--- config.mk ---
export PLATFORM = sky130hd
export DESIGN_NAME = dual_edge_reg
export DESIGN_NICKNAME = d
export VERILOG_FILES = /design/src/rtl/dual_edge_pkg.sv /design/src/rtl/dual_edge_half.sv /design/src/rtl/dual_edge_merge.sv /design/src/rtl/dual_edge_reg.sv
export SDC_FILE = /design/constraint.sdc
export NUM_CORES = 1
export LEC_CHECK = 0
export BUFFER_PORTS_ARGS = -buffer_cell sky130_fd_sc_hd__buf_4
export CAP_MARGIN = 10
export CORE_ASPECT_RATIO = 1.1
export CORE_MARGIN = 4
export CORE_UTILIZATION = 40
export CTS_CLUSTER_SIZE = 25
export DETAILED_ROUTE_END_ITERATION = 7
export GPL_ROUTABILITY_DRIVEN = 0
export GPL_TIMING_DRIVEN = 0
export PLACE_DENSITY = 0.64
export SYNTH_ARGS = -nofsm -noshare
export SYNTH_HDL_FRONTEND = slang
export SYNTH_SLANG_ARGS = --single-unit
--- constraint.sdc ---
create_clock -name clk -period 0.9 [get_ports clk]
set_input_delay 0.09 -clock clk [delete_from_list [all_inputs] [get_ports clk]]
set_output_delay 0.09 -clock clk [all_outputs]
set_load 0.02 [all_outputs]
--- src/rtl/dual_edge_pkg.sv ---
// Package: shared helpers for the two-edge capture register.
// Assumes per-bit operation; every helper works bitwise on DATA vectors.
package dual_edge_pkg;

    // Bits where the freshly presented data differs from the visible output:
    // these are the bits a storage half must flip on its own edge.
    function automatic logic [63:0] flip_mask(input logic [63:0] data_v,
                                              input logic [63:0] vis_v);
        return data_v ^ vis_v;
    endfunction

endpackage

--- src/rtl/dual_edge_half.sv ---
// Module: one storage half of the two-edge register.
// FALL_EDGE selects which clock edge the half responds to. On its edge the
// half flips each stored bit where d_in differs from the visible output, so
// the visible XOR afterwards equals d_in. Assumes vis_q is the XOR of this
// half and its partner. Reset is synchronous, active low, on the own edge.
module dual_edge_half
    import dual_edge_pkg::*;
#(
    parameter int DATA_W    = 8,
    parameter bit FALL_EDGE = 1'b0
) (
    input  logic              clk,
    input  logic              rst_n,
    input  logic [DATA_W-1:0] d_in,
    input  logic [DATA_W-1:0] vis_q,
    output logic [DATA_W-1:0] half_q
);

    localparam int PAD_W = 64 - DATA_W;

    logic [DATA_W-1:0] flip_v;
    logic [63:0]       mask_wide;

    // Purpose: compute which bits must change on this half's edge.
    always_comb begin
        mask_wide = flip_mask({{PAD_W{1'b0}}, d_in}, {{PAD_W{1'b0}}, vis_q});
        flip_v    = mask_wide[DATA_W-1:0];
    end

    generate
        if (FALL_EDGE) begin : g_fall
            // Purpose: falling-edge storage with synchronous clear.
            always_ff @(negedge clk) begin
                if (!rst_n) half_q <= '0;
                else        half_q <= half_q ^ flip_v;
            end
        end else begin : g_rise
            // Purpose: rising-edge storage with synchronous clear.
            always_ff @(posedge clk) begin
                if (!rst_n) half_q <= '0;
                else        half_q <= half_q ^ flip_v;
            end
        end
    endgenerate

endmodule

--- src/rtl/dual_edge_merge.sv ---
// Module: combines the two storage halves into the visible value.
// Assumes both inputs come straight from the storage halves.
module dual_edge_merge #(
    parameter int DATA_W = 8
) (
    input  logic [DATA_W-1:0] rise_q,
    input  logic [DATA_W-1:0] fall_q,
    output logic [DATA_W-1:0] vis_q
);

    // Purpose: the visible value is the bitwise XOR of the halves.
    always_comb vis_q = rise_q ^ fall_q;

endmodule

--- src/rtl/dual_edge_reg.sv ---
// Module: register capturing d_in on both clock edges.
// Built from a rising-edge half, a falling-edge half and an XOR merge whose
// output feeds back to both halves. Assumes a clock with roughly even duty
// and relaxed timing on the output path. Reset: synchronous, active low.
module dual_edge_reg #(
    parameter int DATA_W = 8
) (
    input  logic              clk,
    input  logic              rst_n,
    input  logic [DATA_W-1:0] d_in,
    output logic [DATA_W-1:0] q_out
);

    logic [DATA_W-1:0] rise_q;
    logic [DATA_W-1:0] fall_q;

    dual_edge_half #(.DATA_W(DATA_W), .FALL_EDGE(1'b0)) rise_half_i (
        .clk    (clk),
        .rst_n  (rst_n),
        .d_in   (d_in),
        .vis_q  (q_out),
        .half_q (rise_q)
    );

    dual_edge_half #(.DATA_W(DATA_W), .FALL_EDGE(1'b1)) fall_half_i (
        .clk    (clk),
        .rst_n  (rst_n),
        .d_in   (d_in),
        .vis_q  (q_out),
        .half_q (fall_q)
    );

    dual_edge_merge #(.DATA_W(DATA_W)) merge_i (
        .rise_q (rise_q),
        .fall_q (fall_q),
        .vis_q  (q_out)
    );

endmodule

After elaboration in Yosys (flattened, before gate mapping) --
Index checks and enable logic that the tools add are counted.
Word-level totals: input bits 10, output and inout bits 8, bits in registers 16
Cells by class: bitwise gates (word level) 4
Operators with widths (count):
- XOR 8 bit | 4

Longest topological paths before layout --
depth in word-level cells 3, mapped depth 2, gate-level depth less buffers 2

Modules after synthesis --
Synthesis repeated with hierarchy kept, for this count alone.
Second synthesis, totals: cells, all modules 57, area, all modules 859.6 µm²
Modules (own cells, without submodules):
- dual_edge_half (fall_half_i) | instances 1, seq. area each 160.2 µm², area an instance 396.6 µm², cells an instance 25
- dual_edge_half (rise_half_i) | instances 1, seq. area each 160.2 µm², area an instance 392.9 µm², cells an instance 24
- dual_edge_merge | instances 1, seq. area each 0.0 µm², area an instance 70.1 µm², cells an instance 8

==> results summary <==
The flow ran to the end, but the final reports show violations. The final reports fail on negative setup slack. The number of instances in the synthesized netlist is 58. The vias after detailed routing came out at 471. The design internal power is 1.35 mW. The worst hold path terminates at rise_half_i.half_q[3]$_SDFF_PN0_. The overall fraction of global-route tracks in use is 12.7%.

The remaining design rule violation count is 0. The clock sink total is 16. The number of distinct library cells after synthesis came out at 5.

The detailed router's first-iteration violation count came out at 1. The mean routed wirelength per cell is 10.8 um. The count of TritonRoute iterations in the first routing pass came out at 2. The number of endpoints with negative hold slack in the final report came out at 0. The least setup slack across all paths after layout is -623 ps. For this run, the slowest stage of the critical path takes 330 ps.

Dividing total power by cell area gives a power density of 1910 nW/um2. The worst register-to-register path begins at fall_half_i.half_q[2]$_SDFF_NN0_. The switching portion of total power came out at 32.5%. Leaving out fill and tap cells, the most frequent cell in the layout is sky130_fd_sc_hd__and2_1. The maximum level of the CTS H-tree came out at 1.

The worst voltage drop across the vdd grid came out at 1.08 mV. The initial cell density of the core is 44.9%. For this run the aggregate overflow at the end of global routing stands at 0. Wires add up to 1180 um. The setup path with the least slack is of type reg -> out. At the later pin of the worst-skew pair, clock insertion delay measures 350 ps. The slowest cell on the critical path is sky130_fd_sc_hd__dfxtp_2.

The area after detailed placement is 873 um2. The I/O pin count is 18. The layout net count came out at 105. The cell area after technology mapping is 646 um2. Overall power consumption after layout is estimated at 2.01 mW. For the final database, setup skew stands at 68.1 ps. The fraction of final layout cells with drive strength greater than 1 came out at 58.5%. Measured against its own limit, the worst slew margin works out to 90.7%. Once detail routing completed, the nets flagged for antenna violations numbered 0. On the final layout, the worst hold slack is 62.7 ps. TritonCTS built the clock tree. The via count normalized by instance count came out at 4.28. The count of hold buffers inserted by post-cts repair is 0. The critical path required time came out at 810 ps. The sequential share of power came out at 44.3%. Per report_power, the clock group accounts for 27.2% of the total. The flop-to-flop setup slack came out at -440 ps. The layout has 107 filler cells.

Setup repair after global routing could not meet its margin everywhere. Walking the worst path, the cells encountered are xor2_2 > buf_6. Entering global routing, the biggest net connects 11 pins. The reported net switching power is 0.652 mW. By area the synthesized netlist is led by sky130_fd_sc_hd__dfxtp_1 50%, sky130_fd_sc_hd__xor2_1 33%, sky130_fd_sc_hd__and2_1 16%, sky130_fd_sc_hd__buf_6 1.7%, sky130_fd_sc_hd__inv_1 0.58%. The synthesis-to-finish area growth came out at 62.4%. The initial antenna violation count came out at 0. The first-pass GRT wire length is 2160 um. The maximum buffer depth of the clock tree is 2. The worst register-to-register path ends at rise_half_i.half_q[2]$_SDFF_PN0_. The average size of a mapped cell is 11.1 um2.

The worst setup path is launched from a flop. 0 antenna diodes ended up in the layout. The count of input and output buffers came out at 17.

Setup violations remaining at the end of the flow were counted as 24. The hold path depth came out at 2. The total nets after synthesis came out at 68. The root buffer cell is sky130_fd_sc_hd__clkbuf_4. The number of standard-cell rows in the floorplan is 14. The top cell types in the final layout, fill and taps aside, are 16 x sky130_fd_sc_hd__and2_1, 15 x sky130_fd_sc_hd__xor2_1, 14 x sky130_fd_sc_hd__buf_6, 14 x sky130_fd_sc_hd__dfxtp_2, 12 x sky130_fd_sc_hd__buf_4. The total clock buffers created by CTS came out at 3. The post-route setup TNS is -9930 ps. The total die area came out at 2320 um2. For the worst flop-to-flop path, the logic depth is 3.

The leakage power is 0.517 nW. Measured on the finished design, the core utilization comes to 73.0%. The part of the Yosys area used for sequential elements is 49.6%. The clock-pin slew reported for the worst setup and hold paths after clock tree synthesis is 100 ps. The arrival time at the worst endpoint came out at 1430 ps. The max-slew violation total from the final report came to 0. The die boundary height came out at 50.1 um.

The number of buffer and inverter instances along the worst setup path came out at 1. After synthesis, the largest area contributor takes up 49.6% of total cell area. The synthesized design contains 16 register bits. On the critical path the largest part of the delay comes from flip-flops.

The leading area contributor after synthesis is sky130_fd_sc_hd__dfxtp_1. The final non-filler cell area is 1050 um2. The min-delay analysis places its worst path in the category in -> reg. Along the worst path, the maximum fanout reaches 2. The die outline width came out at 46.3 um. The worst hold path begins at rst_n.

The synthesis warning total is 0. The total of max-cap violations came out at 0. The type of element capturing the critical path is an output pin. For the pin with the worst max-slew slack, the measured transition is 138 ps. The combinational cell fraction of total power is 28.4%. After floorplanning, the core was sized to cover 1440 um2. The via count of the first global-routing pass is 548.
-- sequential cells by signal, summed over array words and instances (netlist names) --
register and cells:
fall_half_i.half_q 8, rise_half_i.half_q 8
-- how the worst max path moves through the flow --
stage / start / to / slack, ps / depth (start not counted)
after floorplan: rise_half_i.half_q[3]$_SDFF_PN0_ / fall_half_i.half_q[3]$_SDFF_NN0_ / -230 / 2
after global placement: fall_half_i.half_q[5]$_SDFF_NN0_ / q_out[5] / -270 / 2
after detailed placement: fall_half_i.half_q[3]$_SDFF_NN0_ / q_out[3] / -290 / 2
after CTS: fall_half_i.half_q[3]$_SDFF_NN0_ / q_out[3] / -640 / 2
after global routing: fall_half_i.half_q[0]$_SDFF_NN0_ / q_out[0] / -690 / 2
final: fall_half_i.half_q[5]$_SDFF_NN0_ / q_out[5] / -620 / 2
-- cells by family (layout without fill, tap and decap cells) --
family	Yosys count	in the layout	synth area share (%)
buf+inv	2	38	2.32
simple gates	16	16	15.5
xor+xnor	24	24	32.6
flops	16	16	49.6
-- power by group through the flow --
stage / clock (mW) / combinational, mW / sequential [mW]
after floorplan: 0.0617 / 0.269 / 0.895
after global placement: 0.0617 / 0.437 / 0.904
after detailed placement: 0.0617 / 0.444 / 0.907
after CTS: 0.557 / 0.565 / 0.890
after global routing: 0.635 / 0.620 / 0.901
final: 0.546 / 0.570 / 0.889
-- layout make-up --
type,count,area [um2],share of cell area (%)
Sequential cell,16,345,32.9
Buffer,1,11.3,1.07
Clock inverter,9,35.0,3.34
Clock buffer,3,22.5,2.15
Multi-Input combinational cell,40,378,36.0
Tap cell,16,20.0,1.91
Timing Repair Buffer,25,236,22.6
-- Yosys cell counts --
| cell | n |
|---|---|
| sky130_fd_sc_hd__and2_1 | 16 |
| sky130_fd_sc_hd__dfxtp_1 | 16 |
| sky130_fd_sc_hd__inv_1 | 1 |
| sky130_fd_sc_hd__buf_6 | 1 |
| sky130_fd_sc_hd__xor2_1 | 24 |
-- what timing repair did --
item | in CTS | in global routing
pin swaps | 4 | 6
setup buffers | 8 | 1
endpoints found under the hold margin | 0 | 0
gates resized for setup | 12 | 5
endpoints found under the setup margin | 24 | 24
-- worst register-to-register path, delay by kind of cell, from the launching register on --
kind          cells  cell delay [ps]
buf+inv           1              110
flops             1              330
xor+xnor          1              140
simple gates      1              140
-- per-layer routing --
metal,wire [um],GRT usage (%)
met5,0,0
met4,0,4.27
met3,60,3.21
met2,600,21.3
met1,524,15.2
-- through the flow --
stage | worst slack [ps] | cells
after global routing | -694 | 110
after floorplan | -230 | 58
final | -623 | 110
after global placement | -270 | 91
after CTS | -636 | 110
after detailed placement | -287 | 91
No activity file was read; power rests on OpenSTA's default activity.
